`config.mk`:
```
export PLATFORM = sky130hd
export DESIGN_NAME = ppreg_seq
export DESIGN_NICKNAME = d
export VERILOG_FILES = /design/src/rtl/ppreg_pkg.sv /design/src/rtl/ppreg_step_table.sv /design/src/rtl/ppreg_hold_timer.sv /design/src/rtl/ppreg_byte_join.sv /design/src/rtl/ppreg_seq.sv
export SDC_FILE = /design/constraint.sdc
export NUM_CORES = 1
export LEC_CHECK = 0
export BUFFER_PORTS_ARGS = -buffer_cell sky130_fd_sc_hd__buf_2
export CORE_AREA = 2 2 90 92
export DETAILED_ROUTE_END_ITERATION = 6
export DIE_AREA = 0 0 92 94
export PLACE_DENSITY = 0.72
export SETUP_SLACK_MARGIN = 0.4
export SLEW_MARGIN = 20
export SYNTH_ARGS = -nofsm -noshare
export SYNTH_HDL_FRONTEND = slang
export SYNTH_SLANG_ARGS = --single-unit
```
`constraint.sdc`:
```
create_clock -name clk -period 4.2 [get_ports clk]
set_clock_uncertainty 0.05 [all_clocks]
set_input_delay 0.84 -clock clk [delete_from_list [all_inputs] [get_ports clk]]
set_output_delay 0.84 -clock clk [all_outputs]
set_load 0.005 [all_outputs]
```
`src/rtl/ppreg_pkg.sv`:
```
package ppreg_pkg;

    typedef enum logic [1:0] {
        FL_NIB_RD  = 2'd0,
        FL_53_RD   = 2'd1,
        FL_BYTE_RD = 2'd2,
        FL_WRITE   = 2'd3
    } flavor_e;

    typedef enum logic [1:0] {
        OP_DATA   = 2'd0,
        OP_CTL    = 2'd1,
        OP_SAMP_A = 2'd2,
        OP_SAMP_B = 2'd3
    } op_e;

    typedef enum logic [1:0] {
        DS_ENC   = 2'd0,
        DS_MASK  = 2'd1,
        DS_HIGH  = 2'd2,
        DS_WDATA = 2'd3
    } dsel_e;

    typedef enum logic [1:0] {
        SRC_ST1  = 2'd0,
        SRC_ST2  = 2'd1,
        SRC_DIN  = 2'd2,
        SRC_NONE = 2'd3
    } src_e;

    typedef struct packed {
        op_e        op;
        dsel_e      dsel;
        src_e       src;
        logic [7:0] ctl;
        logic       last;
    } step_t;

    localparam int          STEP_W   = 4;
    localparam logic [7:0]  CTL_IDLE = 8'h04;
    localparam logic [7:0]  BANK_OFS = 8'h80;
    localparam logic [7:0]  KEY_NIB  = 8'h39;
    localparam logic [7:0]  KEY_53   = 8'h31;
    localparam logic [7:0]  KEY_BYTE = 8'h29;
    localparam logic [7:0]  KEY_WR   = 8'h19;
    localparam logic [7:0]  MASK_53  = 8'h37;
    localparam logic [7:0]  HIGH_53  = 8'hF0;

    function automatic flavor_e pick_flavor(input logic [1:0] mode, input logic wr);
        if (wr)              return FL_WRITE;
        else if (mode == 2'd0) return FL_NIB_RD;
        else if (mode == 2'd1) return FL_53_RD;
        else                   return FL_BYTE_RD;
    endfunction

    function automatic logic [7:0] key_of(input flavor_e f);
        case (f)
            FL_NIB_RD: return KEY_NIB;
            FL_53_RD:  return KEY_53;
            FL_BYTE_RD: return KEY_BYTE;
            default:   return KEY_WR;
        endcase
    endfunction

endpackage

```
`src/rtl/ppreg_step_table.sv`:
```
module ppreg_step_table
    import ppreg_pkg::*;
(
    input  flavor_e           flavor,
    input  logic [STEP_W-1:0] idx,
    output step_t             step
);

    function automatic step_t mk_data(input dsel_e d);
        step_t s;
        s = '{op: OP_DATA, dsel: d, src: SRC_NONE, ctl: 8'h00, last: 1'b0};
        return s;
    endfunction

    function automatic step_t mk_ctl(input logic [7:0] v, input logic fin);
        step_t s;
        s = '{op: OP_CTL, dsel: DS_ENC, src: SRC_NONE, ctl: v, last: fin};
        return s;
    endfunction

    function automatic step_t mk_samp(input op_e o, input src_e s_src);
        step_t s;
        s = '{op: o, dsel: DS_ENC, src: s_src, ctl: 8'h00, last: 1'b0};
        return s;
    endfunction

    always_comb begin
        step = mk_ctl(CTL_IDLE, 1'b1);
        case (flavor)
            FL_NIB_RD: begin
                case (idx)
                    4'd0: step = mk_data(DS_ENC);
                    4'd1: step = mk_ctl(8'h01, 1'b0);
                    4'd2: step = mk_ctl(8'h03, 1'b0);
                    4'd3: step = mk_data(DS_ENC);
                    4'd4: step = mk_samp(OP_SAMP_A, SRC_ST1);
                    4'd5: step = mk_ctl(8'h01, 1'b0);
                    4'd6: step = mk_samp(OP_SAMP_B, SRC_ST1);
                    default: step = mk_ctl(CTL_IDLE, 1'b1);
                endcase
            end
            FL_53_RD: begin
                case (idx)
                    4'd0: step = mk_data(DS_ENC);
                    4'd1: step = mk_ctl(8'h01, 1'b0);
                    4'd2: step = mk_data(DS_MASK);
                    4'd3: step = mk_ctl(8'h03, 1'b0);
                    4'd4: step = mk_ctl(8'h05, 1'b0);
                    4'd5: step = mk_data(DS_HIGH);
                    4'd6: step = mk_samp(OP_SAMP_A, SRC_ST1);
                    4'd7: step = mk_samp(OP_SAMP_B, SRC_ST2);
                    default: step = mk_ctl(CTL_IDLE, 1'b1);
                endcase
            end
            FL_BYTE_RD: begin
                case (idx)
                    4'd0: step = mk_data(DS_ENC);
                    4'd1: step = mk_ctl(8'h01, 1'b0);
                    4'd2: step = mk_ctl(8'h21, 1'b0);
                    4'd3: step = mk_ctl(8'h23, 1'b0);
                    4'd4: step = mk_samp(OP_SAMP_A, SRC_DIN);
                    default: step = mk_ctl(CTL_IDLE, 1'b1);
                endcase
            end
            default: begin
                case (idx)
                    4'd0: step = mk_data(DS_ENC);
                    4'd1: step = mk_ctl(8'h01, 1'b0);
                    4'd2: step = mk_data(DS_WDATA);
                    4'd3: step = mk_ctl(8'h03, 1'b0);
                    default: step = mk_ctl(CTL_IDLE, 1'b1);
                endcase
            end
        endcase
    end

endmodule

```
`src/rtl/ppreg_hold_timer.sv`:
```
module ppreg_hold_timer #(
    parameter int HOLD = 1
) (
    input  logic clk,
    input  logic rst_n,
    input  logic start,
    input  logic run,
    output logic expire
);

    localparam int CNT_W = (HOLD > 1) ? $clog2(HOLD) : 1;
    localparam logic [CNT_W-1:0] CNT_LAST = CNT_W'(HOLD - 1);

    generate
        if (HOLD <= 1) begin : g_single
            logic unused_tmr;
            assign unused_tmr = clk ^ rst_n ^ start ^ run;
            assign expire = 1'b1;
        end else begin : g_count
            logic [CNT_W-1:0] cnt_d, cnt_q;

            always_comb begin
                cnt_d = cnt_q;
                if (start)
                    cnt_d = '0;
                else if (run && cnt_q != CNT_LAST)
                    cnt_d = cnt_q + 1'b1;
            end

            always_ff @(posedge clk) begin
                if (!rst_n) cnt_q <= '0;
                else        cnt_q <= cnt_d;
            end

            assign expire = (cnt_q == CNT_LAST);

            a_r9_cnt_bound: assert property (@(posedge clk) disable iff (!rst_n)
                cnt_q <= CNT_LAST);
            a_r9_restart: assert property (@(posedge clk) disable iff (!rst_n)
                start |=> cnt_q == '0);
        end
    endgenerate

endmodule

```
`src/rtl/ppreg_byte_join.sv`:
```
module ppreg_byte_join
    import ppreg_pkg::*;
(
    input  flavor_e    flavor,
    input  logic [7:0] a,
    input  logic [7:0] b,
    output logic [7:0] joined
);

    logic unused_b0;
    assign unused_b0 = b[0];

    always_comb begin
        case (flavor)
            FL_NIB_RD: joined = {b[7:4], a[7:4]};
            FL_53_RD:  joined = {b[3:1], a[7:3]};
            default:   joined = a;
        endcase
    end

endmodule

```
`src/rtl/ppreg_seq.sv`:
```
module ppreg_seq
    import ppreg_pkg::*;
#(
    parameter int IDX_W = 7,
    parameter int HOLD  = 1
) (
    input  logic             clk,
    input  logic             rst_n,
    input  logic             req_valid,
    output logic             req_ready,
    input  logic             req_bank,
    input  logic [IDX_W-1:0] req_index,
    input  logic             req_write,
    input  logic [7:0]       req_wdata,
    input  logic [1:0]       req_mode,
    output logic             rsp_done,
    output logic [7:0]       rsp_data,
    output logic [7:0]       pp_data_out,
    output logic             pp_data_oe,
    output logic [7:0]       pp_ctl,
    input  logic [7:0]       pp_data_in,
    input  logic [7:0]       pp_stat1,
    input  logic [7:0]       pp_stat2
);

    typedef struct packed {
        logic              busy;
        flavor_e           flavor;
        logic [STEP_W-1:0] step;
        logic [7:0]        enc;
        logic [7:0]        wdata;
        logic [7:0]        a;
        logic [7:0]        b;
        logic [7:0]        ctl;
        logic [7:0]        dout;
        logic              done;
        logic [7:0]        rdata;
        logic              entry;
    } state_t;

    state_t     s_d, s_q;
    step_t      cur_step, nxt_step;
    logic       tmr_start, tmr_expire;
    logic [7:0] joined;
    logic [7:0] req_addr;
    flavor_e    req_flavor;

    ppreg_step_table u_cur_tbl (
        .flavor (s_q.flavor),
        .idx    (s_q.step),
        .step   (cur_step)
    );

    ppreg_step_table u_nxt_tbl (
        .flavor (s_q.flavor),
        .idx    (STEP_W'(s_q.step + 1'b1)),
        .step   (nxt_step)
    );

    ppreg_hold_timer #(.HOLD(HOLD)) u_timer (
        .clk    (clk),
        .rst_n  (rst_n),
        .start  (tmr_start),
        .run    (s_q.busy),
        .expire (tmr_expire)
    );

    ppreg_byte_join u_join (
        .flavor (s_q.flavor),
        .a      (s_q.a),
        .b      (s_q.b),
        .joined (joined)
    );

    function automatic state_t apply_step(input state_t s, input step_t st,
                                          input logic [7:0] din,
                                          input logic [7:0] st1,
                                          input logic [7:0] st2);
        state_t     r;
        logic [7:0] src_v;
        r = s;
        case (st.src)
            SRC_ST1: src_v = st1;
            SRC_ST2: src_v = st2;
            SRC_DIN: src_v = din;
            default: src_v = 8'h00;
        endcase
        case (st.op)
            OP_DATA: begin
                case (st.dsel)
                    DS_ENC:  r.dout = s.enc;
                    DS_MASK: r.dout = s.enc & MASK_53;
                    DS_HIGH: r.dout = s.enc | HIGH_53;
                    default: r.dout = s.wdata;
                endcase
            end
            OP_CTL:    r.ctl = st.ctl;
            OP_SAMP_A: r.a   = src_v;
            default:   r.b   = src_v;
        endcase
        return r;
    endfunction

    always_comb begin
        req_addr   = 8'(req_index) + (req_bank ? BANK_OFS : 8'h00);
        req_flavor = pick_flavor(req_mode, req_write);
        s_d        = s_q;
        s_d.done   = 1'b0;
        s_d.entry  = 1'b0;
        tmr_start  = 1'b0;
        if (!s_q.busy) begin
            if (req_valid) begin
                s_d.busy   = 1'b1;
                s_d.flavor = req_flavor;
                s_d.step   = '0;
                s_d.enc    = req_addr ^ key_of(req_flavor);
                s_d.wdata  = req_wdata;
                s_d.dout   = req_addr ^ key_of(req_flavor);
                s_d.entry  = 1'b1;
                tmr_start  = 1'b1;
            end
        end else if (tmr_expire) begin
            if (cur_step.last) begin
                s_d.busy  = 1'b0;
                s_d.done  = 1'b1;
                s_d.rdata = joined;
            end else begin
                s_d       = apply_step(s_q, nxt_step, pp_data_in, pp_stat1, pp_stat2);
                s_d.step  = STEP_W'(s_q.step + 1'b1);
                s_d.done  = 1'b0;
                s_d.entry = 1'b1;
                tmr_start = 1'b1;
            end
        end
    end

    always_ff @(posedge clk) begin
        if (!rst_n) begin
            s_q     <= '0;
            s_q.ctl <= CTL_IDLE;
        end else begin
            s_q <= s_d;
        end
    end

    assign req_ready   = !s_q.busy;
    assign rsp_done    = s_q.done;
    assign rsp_data    = s_q.rdata;
    assign pp_ctl      = s_q.ctl;
    assign pp_data_out = s_q.dout;
    assign pp_data_oe  = !s_q.ctl[5];

    a_r10_idle_ctl: assert property (@(posedge clk) disable iff (!rst_n)
        req_ready |-> pp_ctl == CTL_IDLE);
    a_r10_done_pulse: assert property (@(posedge clk) disable iff (!rst_n)
        rsp_done |=> !rsp_done);
    a_r10_done_ready: assert property (@(posedge clk) disable iff (!rst_n)
        rsp_done |-> req_ready);
    a_r10_busy_after_accept: assert property (@(posedge clk) disable iff (!rst_n)
        (req_valid && req_ready) |=> !req_ready);
    a_r9_hold_stable: assert property (@(posedge clk) disable iff (!rst_n)
        (s_q.busy && !s_q.entry) |-> ($stable(pp_ctl) && $stable(pp_data_out)));
    a_r8_write_drives: assert property (@(posedge clk) disable iff (!rst_n)
        (s_q.busy && s_q.flavor == FL_WRITE) |-> pp_data_oe);

endmodule

```
# After elaboration in Yosys (flattened, before gate mapping)
# Memory sizes are Yosys's and may differ from the RTL's.
# Index checks and enable logic that the tools add are counted.
word_totals:
  rom_bits: 72
  reg_bits: 64
  out_inout_bits: 27
  n_memories: 1
  in_bits: 46
  wordCells: 98
op_classes:
  reduce_logical: 24
  eq_ne: 25
  muxes: 31
  bitwise_logic: 4
  addsub: 2
memory_table:
  columns: ["name", "words", "word_bits", "rd", "rd_ports_with_merged_regs", "wr", "line_no", "text"]
  rows:
  - ["(name not given)", 8, 9, 1, 0, 0, "ppreg_step_table.sv:43", "case (idx)"]
ops:
  columns: ["operator", "count"]
  rows:
  - ["one-hot mux 15 bit (5 select lines)", 2]
  - ["2-to-1 mux 8 bit", 9]
  - ["one-hot mux 14 bit (4 select lines)", 1]
  - ["2-to-1 mux 52 bit", 1]
  - ["one-hot mux 8 bit (3 select lines)", 2]
  - ["2-to-1 mux 23 bit", 2]
  - ["one-hot mux 15 bit (3 select lines)", 1]
  - ["equality test 4 x 3 -> 1 bit, second input constant", 6]
  - ["one-hot mux 6 bit (3 select lines)", 1]
  - ["equality test 4 x 2 -> 1 bit, second input constant", 4]
  - ["one-hot mux 8 bit (2 select lines)", 1]
  - ["2-to-1 mux 15 bit", 1]
  - ["equality test 2 x 1 -> 1 bit, second input constant", 6]
  - ["zero test 2 bit", 6]
  - ["AND reduction 3 bit", 4]
  - ["equality test 2 bit, second input constant", 5]
  - ["one-hot mux 1 bit (5 select lines)", 2]
  - ["2-to-1 mux 9 bit", 1]
  - ["adder 7 x 8 -> 8 bit", 1]
  - ["equality test 4 x 1 -> 1 bit, second input constant", 2]
  - ["zero test 4 bit", 2]
  - ["AND reduction 2 bit", 4]
  - ["OR reduction 2 bit", 4]
  - ["bitwise XOR 8 bit", 1]
  - ["11 further kinds", 17]

# Depth between registers and ports, before layout
logic_depth:
  ltp_word: 11
  mapped_depth: 11
  ltp_nobuf: 8

# Cells and area by module
# From an unflattened synthesis, not the netlist that was laid out.
hier_totals:
  hier_cells: 491
  hier_area_um2: 4041.4
by_module_without_submodules:
  columns: ["module", "seq_area_each_um2", "area_each_um2", "n_inst", "cells_per_inst"]
  rows:
  - ["ppreg_seq", 1281.2, 3049.2, 1, 335]
  - ["ppreg_step_table", 0.0, 404.1, 2, 64]
  - ["ppreg_byte_join", 0.0, 172.7, 1, 26]
  - ["ppreg_hold_timer", 0.0, 11.3, 1, 2]

# Worst setup path before layout
# OpenSTA, ideal clock, no wires.
synth_path:
  kind: "register -> register"
  startpoint: "reg s_q[59] (netlist name)"
  endpoint: "reg s_q[32] (netlist name)"
  setup_ps: 119
  arrival_ps: 2378
  period_less_slack_ps: 2546
  stages_incl_launch_ff: 11
  path_slack_ps: 1654
  path_buffers: 3
  cell_sequence: "dfxtp_1 > buf_2 > inv_1 > ha_1 > buf_2 > or2_2 > or4_4 > o41a_4 > and2_1 > buf_6 > mux2i_1"
synth_via:
  elab_chain_cells: 9
  elab_cells_between_ends: 40
  cone_classes: "1 x add/sub; 16 x eq/ne; 10 x mux; 2 x bitwise; 10 x reduce/logical; 1 x memory"
synth_rtl:
  columns: ["item", "line_no", "text"]
  rows:
  - ["from (decl)", "ppreg_seq.sv:41", "state_t s_d, s_q;"]
  - ["adder 4 x 1 -> 4 bit", "ppreg_seq.sv:56", ".idx (STEP_W'(s_q.step + 1'b1)),"]
  - ["equality test 4 x 3 -> 1 bit (tied with other cells)", "ppreg_step_table.sv:31", "case (idx)"]
  - ["OR reduction 2 bit (no line)", null, null]
  - ["one-hot mux 15 bit (5 select lines)", "ppreg_step_table.sv:31", null]
  - ["one-hot mux 15 bit (3 select lines)", "ppreg_step_table.sv:29", "case (flavor)"]
  - ["equality test 2 bit (tied with other cells)", "ppreg_seq.sv:88", "case (st.op)"]
  - ["OR reduction 3 bit (no line)", null, null]
  - ["NOT 1 bit (no line)", null, null]
  - ["AND reduction 3 bit (no line)", null, null]
# Several ways; a longest one is shown, not always the timed one.
# A chain may end at the register's enable or synchronous reset.

# Worst setup path after layout
layout_path:
  startpoint: "reg s_q[59] (netlist name)"
  endpoint: "reg s_q[30] (netlist name)"
# Same word-level chain as after synthesis.

==> run summary <==
number of synthesized register bits: 59
filler instances: 753
Setup-failing EPs final: 0
most common library cell in the layout ignoring fill and taps: nand2_1
RSZ-0062 raised after global routing: no
clock buffers created by TritonCTS: 9
die area: 0.00865 mm²
Place WS: 866 ps
postcts setup bufs: 0
Fin Hold WS: 407 ps
Max-Cap Viols: 0
Min-Delay Path Class: reg2reg
Syn Inst Count: 475
fin crit share: 80.7%
sequential fraction of the synthesis area: 31.5%
remaining antenna violation count: 0
Area Overhead vs Synth: 10.6%
number of synthesized flops with an enable pin: 0
worst slew pin tran: 793 ps
Leak: 1.72 nW
Core Box Area: 0.00761 mm²
CP startpoint: s_q[59]
Worst Path Required: 4420 ps
f_max: 295 MHz
TritonCTS clock tree: yes
Worst Setup Slack, final: 813 ps
PwrDens: 327 mW/mm²
crit path kind: reg2reg
Critical Path Fanout Max: 19
layout cell share with drive strength beyond 1: 22.3%
IO Pins: 73
DR pass1 iterations: 5
most frequent cells in the layout: nand2_1, buf_2, dfxtp_1
GRT overflow: 0
port bufs: 68
final wirelength: 8840 µm
first-pass GRT wire length: 14600 µm
Setup TNS: 0 ps
synth unique cells: 68
vias in the first global route: 3161
DRC viols: 0
gr usage total: 21.2%
post-cts hold buffer count: 0
largest net degree at the start of global routing: 44
Cell Area, Synth: 0.00375 mm²
Via Count: 3382
initial antenna violation count: 0
Post-synth ARST share: 0%
fin crit period: 3390 ps
Die Ht: 94 µm
worst skew pair latency: 350 ps
Layout Nets: 560
clk root buf: clkbuf_8
CTS resizes: 0
Avg Vias per Cell: 5.51
Hold Path Origin: s_q[52]
die extent in x: 92 µm
outcome: complete, no violations
GPL Wtd Cong: 0.855
average size of a mapped cell: 7.89 µm²
Initial Utilization: 49.3%
critical path launch point type: register
clock buffer depth: 2
critical path endpoint category: register
Worst R2R Start: s_q[59]
antenna fix cells: 0
VDD IR max: 0.000257 V
crit path DAT: 3610 ps
HPWL Detailed: 6360 µm
CTS HTree Levels: 3
Top FF cell, synth: dfxtp_1
Synthesis Warnings: 0
Slew HR: 47.0%
Worst-path clk slew: 80 ps
Max Slew Vio Count: 0
row count: 32
Starting DRT DRC Count: 170
routed len/inst: 14.4 µm
clock sinks: 59
Final Hold Viols: 0
## metal layers
layer | wire (µm) | track usage [%]
met4 | 134 | 8.58
met1 | 3720 | 25.0
met3 | 475 | 4.65
met2 | 4500 | 37.4
met5 | 0 | 0
## power by group
part / internal [mW] / total, mW / switching (mW)
combinational: 0.100 / 0.239 / 0.139
sequential: 0.584 / 0.605 / 0.0213
clock: 0.276 / 0.511 / 0.235
## cells in the mapped netlist, drive strengths merged, types with 3 or more instances
cell / number / share of area [%]
xor2: 3 / 0.70
nand2b: 4 / 0.67
buf: 37 / 6.9
nor4: 3 / 1.1
nor2: 43 / 4.3
a21oi: 50 / 7.0
mux2i: 41 / 11
o22a: 7 / 1.6
nand2: 74 / 7.6
a31oi: 3 / 0.50
nor3b: 3 / 0.73
clkbuf: 20 / 2.0
dfxtp: 59 / 32
a211oi: 5 / 1.1
o31a: 4 / 1.2
nand3: 16 / 2.1
inv: 13 / 1.3
ha: 7 / 2.3
o21ai: 21 / 2.9
nor2b: 6 / 1.0
nor3: 7 / 0.93
or3: 6 / 1.1
o31ai: 4 / 0.80
## state kept, by name (all words and copies together), names as in the netlist
signal       cells
rsp_done         1
pp_ctl           4
pp_data_out      8
rsp_data         8
s_q             38
## worst max-delay path, stage by stage (launching register included)
cell and delay, ps:
dfxtp_1 600, ha_1 660, nor4_1 120, o221a_2 290
or3_1 550, nor4_2 350, and2_1 440, mux2i_1 240
## cell families after synthesis
family	synth area share, %
AO/OA/AOI/OAI	20.2
XOR/XNOR	1.17
adder cells (fa/ha/maj)	2.34
buffers and inverters	10.3
flip-flops	31.5
multiplexers	11.5
other	0.100
AND/OR/NAND/NOR	22.8
## stage by stage
| stage | area, µm² | std cells | util (%) | total power [mW] |
|---|---|---|---|---|
| 6_report | 4150 | 614 | 54.5 | 1.36 |
| 5_1_grt | 4150 | 614 | 54.5 | 1.42 |
| 4_1_cts | 4150 | 614 | 54.5 | 1.37 |
| 3_5_place_dp | 3950 | 598 | 51.9 | 0.857 |
| 3_3_place_gp | 3950 | 598 | 51.9 | 0.851 |
| 2_1_floorplan | 3760 | 478 | - | 0.800 |
## path summary, 6_finish.rpt
path              slack (ps)  endpoint  depth (start not counted)
hold reg to reg          410   s_q[52]                          2
hold / removal           410   s_q[52]                          2
setup / recovery         810   s_q[30]                          7
setup reg to reg         810   s_q[30]                          7
## layout make-up
class	instances	area (µm²)	area share, %
multi-input combinational	348	2190	52.9
sequential	59	1180	28.5
timing repair buffer	75	393	9.47
tap	102	128	3.08
clock buffer	9	124	2.99
clock inverter	7	76.3	1.84
inverter	14	52.6	1.27
Note: power is estimated with default switching activity, not from simulation.
